File: src/rtl/prom_pkg.sv
`timescale 1ns/100ps
package prom_pkg;

  localparam int OE_ACCESS_NS = 15;
  localparam int FLOAT_NS     = 15;

  typedef enum logic [1:0] {
    ST_IDLE  = 2'd0,
    ST_READ  = 2'd1,
    ST_FLOAT = 2'd2,
    ST_PROG  = 2'd3
  } seq_state_t;

  // Address and chip-enable access time for a speed grade (0 fast, 1 slow).
  function automatic int grade_access_ns(input int grade);
    return (grade == 0) ? 35 : 45;
  endfunction

  // Whole clock cycles that cover a delay, never less than one.
  function automatic int ns_to_cycles(input int delay_ns, input int period_ns);
    int c;
    c = (delay_ns + period_ns - 1) / period_ns;
    return (c < 1) ? 1 : c;
  endfunction

  function automatic int max3(input int a, input int b, input int c);
    int m;
    m = (a > b) ? a : b;
    return (m > c) ? m : c;
  endfunction

  function automatic int max2(input int a, input int b);
    return (a > b) ? a : b;
  endfunction

endpackage

File: src/rtl/prom_seq.sv
`timescale 1ns/100ps
module prom_seq
  import prom_pkg::*;
#(
  parameter int W_FIRST     = 5,
  parameter int W_ADDR      = 5,
  parameter int W_FLOAT     = 2,
  parameter int PROG_CYCLES = 6
) (
  input  logic clk,
  input  logic rst_n,
  input  logic req,
  input  logic wr,
  output logic ready,
  output logic accept,
  output logic sample_evt,
  output logic ce_n,
  output logic oe_n,
  output logic pe_n,
  output logic dq_oe
);

  localparam int MAXW  = max3(max2(W_FIRST, W_ADDR), W_FLOAT, PROG_CYCLES);
  localparam int CNT_W = (MAXW < 2) ? 1 : $clog2(MAXW);

  seq_state_t       state_q, state_d;
  logic [CNT_W-1:0] cnt_q, cnt_d;
  logic             pend_q, pend_d;
  logic             cnt_zero;

  assign cnt_zero   = (cnt_q == '0);
  assign ready      = (state_q == ST_IDLE) || ((state_q == ST_READ) && cnt_zero);
  assign accept     = req && ready;
  assign sample_evt = (state_q == ST_READ) && cnt_zero;

  always_comb begin
    state_d = state_q;
    cnt_d   = cnt_q;
    pend_d  = pend_q;
    case (state_q)
      ST_IDLE: begin
        if (accept && !wr) begin
          state_d = ST_READ;
          cnt_d   = CNT_W'(W_FIRST - 1);
        end else if (accept && wr) begin
          state_d = ST_PROG;
          cnt_d   = CNT_W'(PROG_CYCLES - 1);
        end
      end
      ST_READ: begin
        if (!cnt_zero) begin
          cnt_d = cnt_q - 1'b1;
        end else if (accept && !wr) begin
          cnt_d = CNT_W'(W_ADDR - 1);
        end else begin
          state_d = ST_FLOAT;
          cnt_d   = CNT_W'(W_FLOAT - 1);
          pend_d  = accept && wr;
        end
      end
      ST_FLOAT: begin
        if (!cnt_zero) begin
          cnt_d = cnt_q - 1'b1;
        end else if (pend_q) begin
          state_d = ST_PROG;
          cnt_d   = CNT_W'(PROG_CYCLES - 1);
          pend_d  = 1'b0;
        end else begin
          state_d = ST_IDLE;
        end
      end
      default: begin
        if (!cnt_zero) cnt_d = cnt_q - 1'b1;
        else           state_d = ST_IDLE;
      end
    endcase
  end

  always_ff @(posedge clk or negedge rst_n) begin
    if (!rst_n) begin
      state_q <= ST_IDLE;
      cnt_q   <= '0;
      pend_q  <= 1'b0;
      ce_n    <= 1'b1;
      oe_n    <= 1'b1;
      pe_n    <= 1'b1;
      dq_oe   <= 1'b0;
    end else begin
      state_q <= state_d;
      cnt_q   <= cnt_d;
      pend_q  <= pend_d;
      ce_n    <= !((state_d == ST_READ) || (state_d == ST_PROG));
      oe_n    <= !(state_d == ST_READ);
      pe_n    <= !(state_d == ST_PROG);
      dq_oe   <= (state_d == ST_PROG);
    end
  end

endmodule

File: src/rtl/prom_datapath.sv
`timescale 1ns/100ps
module prom_datapath #(
  parameter int ADDR_W = 13,
  parameter int DATA_W = 8
) (
  input  logic              clk,
  input  logic              rst_n,
  input  logic              accept,
  input  logic              wr,
  input  logic [ADDR_W-1:0] addr,
  input  logic [DATA_W-1:0] wdata,
  input  logic              sample_evt,
  input  logic [DATA_W-1:0] dq_in,
  output logic [ADDR_W-1:0] mem_addr,
  output logic [DATA_W-1:0] dq_out,
  output logic [DATA_W-1:0] rdata,
  output logic              rvalid
);

  always_ff @(posedge clk or negedge rst_n) begin
    if (!rst_n) begin
      mem_addr <= '0;
      dq_out   <= '0;
    end else if (accept) begin
      mem_addr <= addr;
      if (wr) dq_out <= wdata;
    end
  end

  always_ff @(posedge clk or negedge rst_n) begin
    if (!rst_n) begin
      rdata  <= '0;
      rvalid <= 1'b0;
    end else begin
      rvalid <= sample_evt;
      if (sample_evt) rdata <= dq_in;
    end
  end

endmodule

File: src/rtl/prom_bus_ctrl.sv
`timescale 1ns/100ps
module prom_bus_ctrl
  import prom_pkg::*;
#(
  parameter int ADDR_W        = 13,
  parameter int DATA_W        = 8,
  parameter int CLK_PERIOD_NS = 8,
  parameter int SPEED_GRADE   = 0,
  parameter int PROG_CYCLES   = 6
) (
  input  logic              clk,
  input  logic              rst_n,
  input  logic              req,
  input  logic              wr,
  input  logic [ADDR_W-1:0] addr,
  input  logic [DATA_W-1:0] wdata,
  output logic              ready,
  output logic [DATA_W-1:0] rdata,
  output logic              rvalid,
  output logic [ADDR_W-1:0] mem_addr,
  output logic              mem_ce_n,
  output logic              mem_oe_n,
  output logic              mem_pe_n,
  output logic [DATA_W-1:0] mem_dq_out,
  output logic              mem_dq_oe,
  input  logic [DATA_W-1:0] mem_dq_in
);

  localparam int ACC_NS  = grade_access_ns(SPEED_GRADE);
  localparam int W_ADDR  = ns_to_cycles(ACC_NS, CLK_PERIOD_NS);
  localparam int W_CE    = ns_to_cycles(ACC_NS, CLK_PERIOD_NS);
  localparam int W_OE    = ns_to_cycles(OE_ACCESS_NS, CLK_PERIOD_NS);
  localparam int W_FIRST = max3(W_ADDR, W_CE, W_OE);
  localparam int W_FLOAT = ns_to_cycles(FLOAT_NS, CLK_PERIOD_NS);

  logic accept;
  logic accept_rd;
  logic sample_evt;

  assign accept_rd = accept && !wr;

  prom_seq #(
    .W_FIRST    (W_FIRST),
    .W_ADDR     (W_ADDR),
    .W_FLOAT    (W_FLOAT),
    .PROG_CYCLES(PROG_CYCLES)
  ) u_seq (
    .clk       (clk),
    .rst_n     (rst_n),
    .req       (req),
    .wr        (wr),
    .ready     (ready),
    .accept    (accept),
    .sample_evt(sample_evt),
    .ce_n      (mem_ce_n),
    .oe_n      (mem_oe_n),
    .pe_n      (mem_pe_n),
    .dq_oe     (mem_dq_oe)
  );

  prom_datapath #(
    .ADDR_W(ADDR_W),
    .DATA_W(DATA_W)
  ) u_dp (
    .clk       (clk),
    .rst_n     (rst_n),
    .accept    (accept),
    .wr        (wr),
    .addr      (addr),
    .wdata     (wdata),
    .sample_evt(sample_evt),
    .dq_in     (mem_dq_in),
    .mem_addr  (mem_addr),
    .dq_out    (mem_dq_out),
    .rdata     (rdata),
    .rvalid    (rvalid)
  );

endmodule

File: config.mk
export PLATFORM = sky130hd
export DESIGN_NAME = prom_bus_ctrl
export DESIGN_NICKNAME = d
export VERILOG_FILES = /design/src/rtl/prom_pkg.sv /design/src/rtl/prom_seq.sv /design/src/rtl/prom_datapath.sv /design/src/rtl/prom_bus_ctrl.sv
export SDC_FILE = /design/constraint.sdc
export NUM_CORES = 1
export LEC_CHECK = 0
export CAP_MARGIN = 5
export CORE_UTILIZATION = 35
export CTS_BUF_LIST = sky130_fd_sc_hd__clkbuf_16
export CTS_CLUSTER_DIAMETER = 40
export DETAILED_ROUTE_END_ITERATION = 6
export GPL_TIMING_DRIVEN = 1
export PLACE_DENSITY = 0.63
export SETUP_SLACK_MARGIN = 0.3
export SKIP_CTS_REPAIR_TIMING = 1
export SLEW_MARGIN = 20
export SYNTH_ARGS = -nofsm -noshare
export SYNTH_HDL_FRONTEND = slang
export SYNTH_HIERARCHICAL = 1
export SYNTH_SLANG_ARGS = --single-unit
export TNS_END_PERCENT = 100
File: constraint.sdc
create_clock -name clk -period 2.6 [get_ports clk]
set_input_delay 0.52 -clock clk [delete_from_list [all_inputs] [get_ports clk]]
set_output_delay 0.52 -clock clk [all_outputs]
set_load 0.02 [all_outputs]
Yosys cells after proc, flatten, opt, wreduce, memory -nomap -nowiden --
Index checks and enable logic that the tools add are counted.
Storage, ports and cells: latch bits 0, output and inout port bits 35, memories 0, RAM bits 0, ROM bits 0, bits in registers 40
Cells by class: reductions and logical operators 16, add/sub/neg operators 1, mux-type cells 20, shifts and indexed selects 0, order comparisons 0, equality and inequality tests 10, bitwise logic cells 0, multipliers 0, div/mod/pow operators 0
Operator list (count):
- 2-to-1 mux 3 bit | 7
- 2-to-1 mux 2 bit | 7
- case mux 3 bit (3 select lines) | 1
- case mux 2 bit (3 select lines) | 1
- equality test 2 x 1 -> 1 bit (second input constant) | 2
- equality test 2 bit (second input constant) | 2
- logical AND 1 bit | 4
- zero test 1 bit | 4
- inequality test 2 x 1 -> 1 bit (second input constant) | 2
- inequality test 4 bit (second input constant) | 1
- AND reduction 4 bit | 1
- zero test 3 bit | 1
- 2-to-1 mux 1 bit | 3
- inequality test 3 x 2 -> 1 bit (second input constant) | 1
- inequality test 3 bit (second input constant) | 1
- AND reduction 3 bit | 1
- subtractor 3 x 1 -> 3 bit (second input constant) | 1
- zero test 2 bit | 1
- logical OR 1 bit | 2
- inequality test 2 bit (second input constant) | 1
- case mux 1 bit (2 select lines) | 1
- AND reduction 2 bit | 1
- nonzero test 2 bit | 1

Longest topological paths before layout --
word-level depth 11, mapped depth 9

By module --
Netlist, hierarchy kept.
Modules (own cells, without submodules):
- prom_datapath | seq. area each 750.7 µm², times used 1, area each 1162.4 µm², cells an instance 63
- prom_seq | seq. area each 254.0 µm², times used 1, area each 676.9 µm², cells an instance 77

Worst setup path before layout --
Ideal clock, no wire load.
kind register to register, start point register u_seq.cnt_q[0], end point register u_dp.mem_addr[10], slack 832 ps, data required time 2475 ps, period minus slack after synthesis 1768 ps, arrival time 1643 ps, library setup time 125 ps, stages on the path, launching flop included 9, path buffers 2, path through dfrtp_1 inv_1 ha_1 nor2b_1 a21oi_1 nor2b_1 buf_6 buf_12 mux2_4
Between the ends: longest elaborated chain between the ends 4
RTL lines:
- start: declaration | line prom_seq.sv:27 | logic [CNT_W-1:0] cnt_q, cnt_d;
- start signal: assignment | line prom_seq.sv:90 | cnt_q <= cnt_d;
- zero test 3 bit | line prom_seq.sv:31 | assign cnt_zero = (cnt_q == '0);
- logical AND 1 bit | line prom_seq.sv:32 | assign ready = (state_q == ST_IDLE) || ((state_q == ST_READ) && cnt_zero);
- logical OR 1 bit | line prom_seq.sv:32
- logical AND 1 bit | line prom_seq.sv:33 | assign accept = req && ready;
- named net accept | line prom_bus_ctrl.sv:36 | logic accept;
- end signal: assignment | line prom_datapath.sv:25 | mem_addr <= addr;
- end: declaration | line prom_datapath.sv:14 | output logic [ADDR_W-1:0] mem_addr,
The timed path passes the listed nets, and every way through them passes these cells. A chain may end at the register's enable or synchronous reset.

Worst setup path after layout --
start point register u_seq.cnt_q[0], end point output ready
Between the ends: longest elaborated chain between the ends 3
RTL lines:
- zero test 3 bit | line prom_seq.sv:31
- logical AND 1 bit | line prom_seq.sv:32
- logical OR 1 bit | line prom_seq.sv:32
- end: declaration | line prom_bus_ctrl.sv:17 | output logic ready,
Every way passes these cells.

==> qor.yml <==
final.min_clock_period_ns: 2.09
design_area_um2: 2740
r2r-end: "u_dp/dq_out[5]"
clockRootBuffer: "clkbuf_16"
slew_headroom_pct: 41.6
drt-initial-drc-count: 31
comb_power_share_pct: 53.2
wire_per_inst_um: 14.2
fin_setup_tns_ns: 0
antenna_cells: 0
io_buffers: 67
yosysUniqueCellTypes: 34
intPower_w: 0.00244
initial_core_util_pct: 36.2
powerDensity_nw_per_um2: 1400
fillers: 443
clk_path_buf_depth: 2
ctsHtreeMaxLevel: 2
syn_area_um2: 1840
total_power_w: 0.00384
final.setup.worst_slack_ns: 0.506
finalHoldViolCount: 0
drive_gt1_share_pct: 25.0
die_area_um2: 5550
r2r-start: "u_seq/cnt_q[0]"
routed_wl_mm: 4.00
place_congestion: 0.889
ff_latch_area_um2: 1000
critical_path_required_ns: 2.08
cts.clk_slew.worst_paths_ns: 0.06
seqPwrFrac_pct: 29.2
dp_slack_ns: 0.351
fp.dieH_um: 74.5
switching_share_pct: 36.5
worst_setup_path_end_kind: "primary output"
grt.overflow.total: 0
tightest_slew_ns: 0.876
antenna_found_initial: 0
cellLeakagePower_nw: 1.19
status: "complete, no violations"
start_kind: "flip-flop"
rows: 26
grt_max_degree: 41
fmaxAchievable_ghz: 0.478
grt_pass1_vias: 1352
reg2regPathDepth: 8
crit_fanout: 4
r2r_setup_slack_ns: 0.64
crit_arrival_ns: 1.57
io_pins: 68
num_vias: 1329
placedInstanceArea_um2: 2560
yosysWarnings: 6
ys_seq_elements: 40
clkPwrFrac_pct: 17.7
rsz0062_at_grt: "false"
ys_seq_area_share_pct: 54.6
final_nets: 250
cts.sinks: 40
post_drt_via_cell_ratio: 4.71
clkLatencyLatePin_ns: 0.27
drv_slew: 0
syn_to_final_growth_pct: 48.9
numCtsBuffers: 5
grt_use_total_pct: 14.8
multi_input_area_um2: 754
syn_avg_cell_area_um2: 13.1
final_core_utilization_pct: 54.0
layout_common_cells: "65 x clkdlybuf4s50_1, 37 x dfrtp_1, 21 x mux2_2"
maxCapViolations: 0
clock_skew_ns: 0.00373
drc: 0
setup_viol: 0
cts_tree: "built"
postRouteAntennaNets: 0
core_um2: 5070
min_period_over_period_pct: 80.5
switchingPower_w: 0.00140
grt_pass1_wl_mm: 6.20
netlist_instances: 140
firstDrtPassIters: 4
post-dp-hpwl_mm: 3.00
die_w_um: 74.5
synth_nets: 179
vdd_drop_max_mv: 0.692
layout_commonest_cell: "clkdlybuf4s50_1"
worstSetupPathType: "reg -> out"
hold_path.class: "in -> async"
## stage by stage
stage               hold slack [ns]  instances
global placement              0.462        274
finish                        0.366        282
detailed placement            0.468        274
global route                  0.457        282
CTS                           0.398        282
floorplan                     0.224        140
## synthesized netlist by cell type
cell	number	share of area (%)
and2_1	1	0.34
buf_6	1	0.61
dfrtp_1	37	50
nand2_4	1	0.61
buf_4	1	0.41
nand2b_1	2	0.68
a221oi_1	1	0.48
a31o_1	1	0.48
nor4_1	1	0.34
o21ai_2	2	0.95
ha_1	6	4.1
a32oi_1	1	0.48
inv_2	1	0.20
inv_1	10	2.0
o21ai_1	3	0.82
dfstp_2	3	4.3
nand3_1	2	0.54
nand2_1	4	0.82
nor2_1	5	1.0
buf_2	1	0.27
clkbuf_1	1	0.20
a21oi_1	5	1.4
o22ai_1	2	0.68
o21ai_0	5	1.4
a2bb2oi_1	1	0.48
mux2_2	21	13
mux2i_1	1	0.54
nor3_1	3	0.82
o31ai_1	1	0.41
buf_12	1	1.1
a221oi_2	1	0.82
o211ai_1	1	0.41
mux2_4	10	8.2
nor2b_1	3	1.0
## worst max-delay path by stage
| stage | startpoint | slack (ns) | cells after the start | to |
|---|---|---|---|---|
| final | u_seq/cnt_q[0] | 0.51 | 6 | ready |
| after detailed placement | u_seq/cnt_q[0] | 0.35 | 6 | ready |
| after global routing | u_seq/cnt_q[0] | 0.37 | 6 | ready |
| after floorplan | u_seq/cnt_q[0] | 0.83 | 8 | u_dp/mem_addr[10] |
| after CTS | u_seq/cnt_q[0] | 0.04 | 6 | ready |
| after global placement | u_seq/cnt_q[0] | 0.41 | 6 | ready |
## power by group through the flow
stage	logic, W	registers (W)	clock network, W
4_1_cts	0.00206	0.00112	0.000699
3_3_place_gp	0.00199	0.00111	0
6_report	0.00204	0.00112	0.000680
3_5_place_dp	0.00204	0.00113	0
2_1_floorplan	0.000959	0.00144	0
5_1_grt	0.00222	0.00116	0.000723
## final cells by class
type / instances / area share [%]
multi-input combinational: 84 / 27.5
clock inverter: 3 / 1.55
sequential: 40 / 36.7
timing repair buffer: 69 / 24.9
clock buffer: 5 / 4.57
tap: 70 / 3.20
inverter: 11 / 1.51
## worst max-delay path, cell delays in order (launching register included)
cell            delay [ns]
dfrtp_1               0.37
inv_1                 0.07
ha_1                  0.22
nor2b_2               0.18
a21oi_2               0.20
inv_1                 0.06
dlymetal6s2s_1        0.20
## layer usage
metal  GRT usage (%)  share of wire (%)
met5               0                  0
met4            3.14               0.17
met3            4.47                7.7
met2            26.2                 49
met1            17.8                 43
## flip-flops by register name (all words and copies together) (netlist names)
register       cells
u_dp/dq_out        8
u_dp/rdata         8
u_seq/ce_n         1
u_seq/pend_q       1
u_dp/rvalid        1
u_seq/cnt_q        3
u_dp/mem_addr     13
u_seq/pe_n         1
u_seq/dq_oe        1
u_seq/oe_n         1
u_seq/state_q      2
## logic make-up after synthesis
| group | Yosys count | synth area share (%) |
|---|---|---|
| simple gates | 22 | 6.19 |
| flops | 40 | 54.6 |
| buf+inv | 16 | 4.83 |
| compound gates | 24 | 8.71 |
| mux | 32 | 21.6 |
| fa+ha+maj | 6 | 4.08 |
No activity file was read; power rests on OpenSTA's default activity.
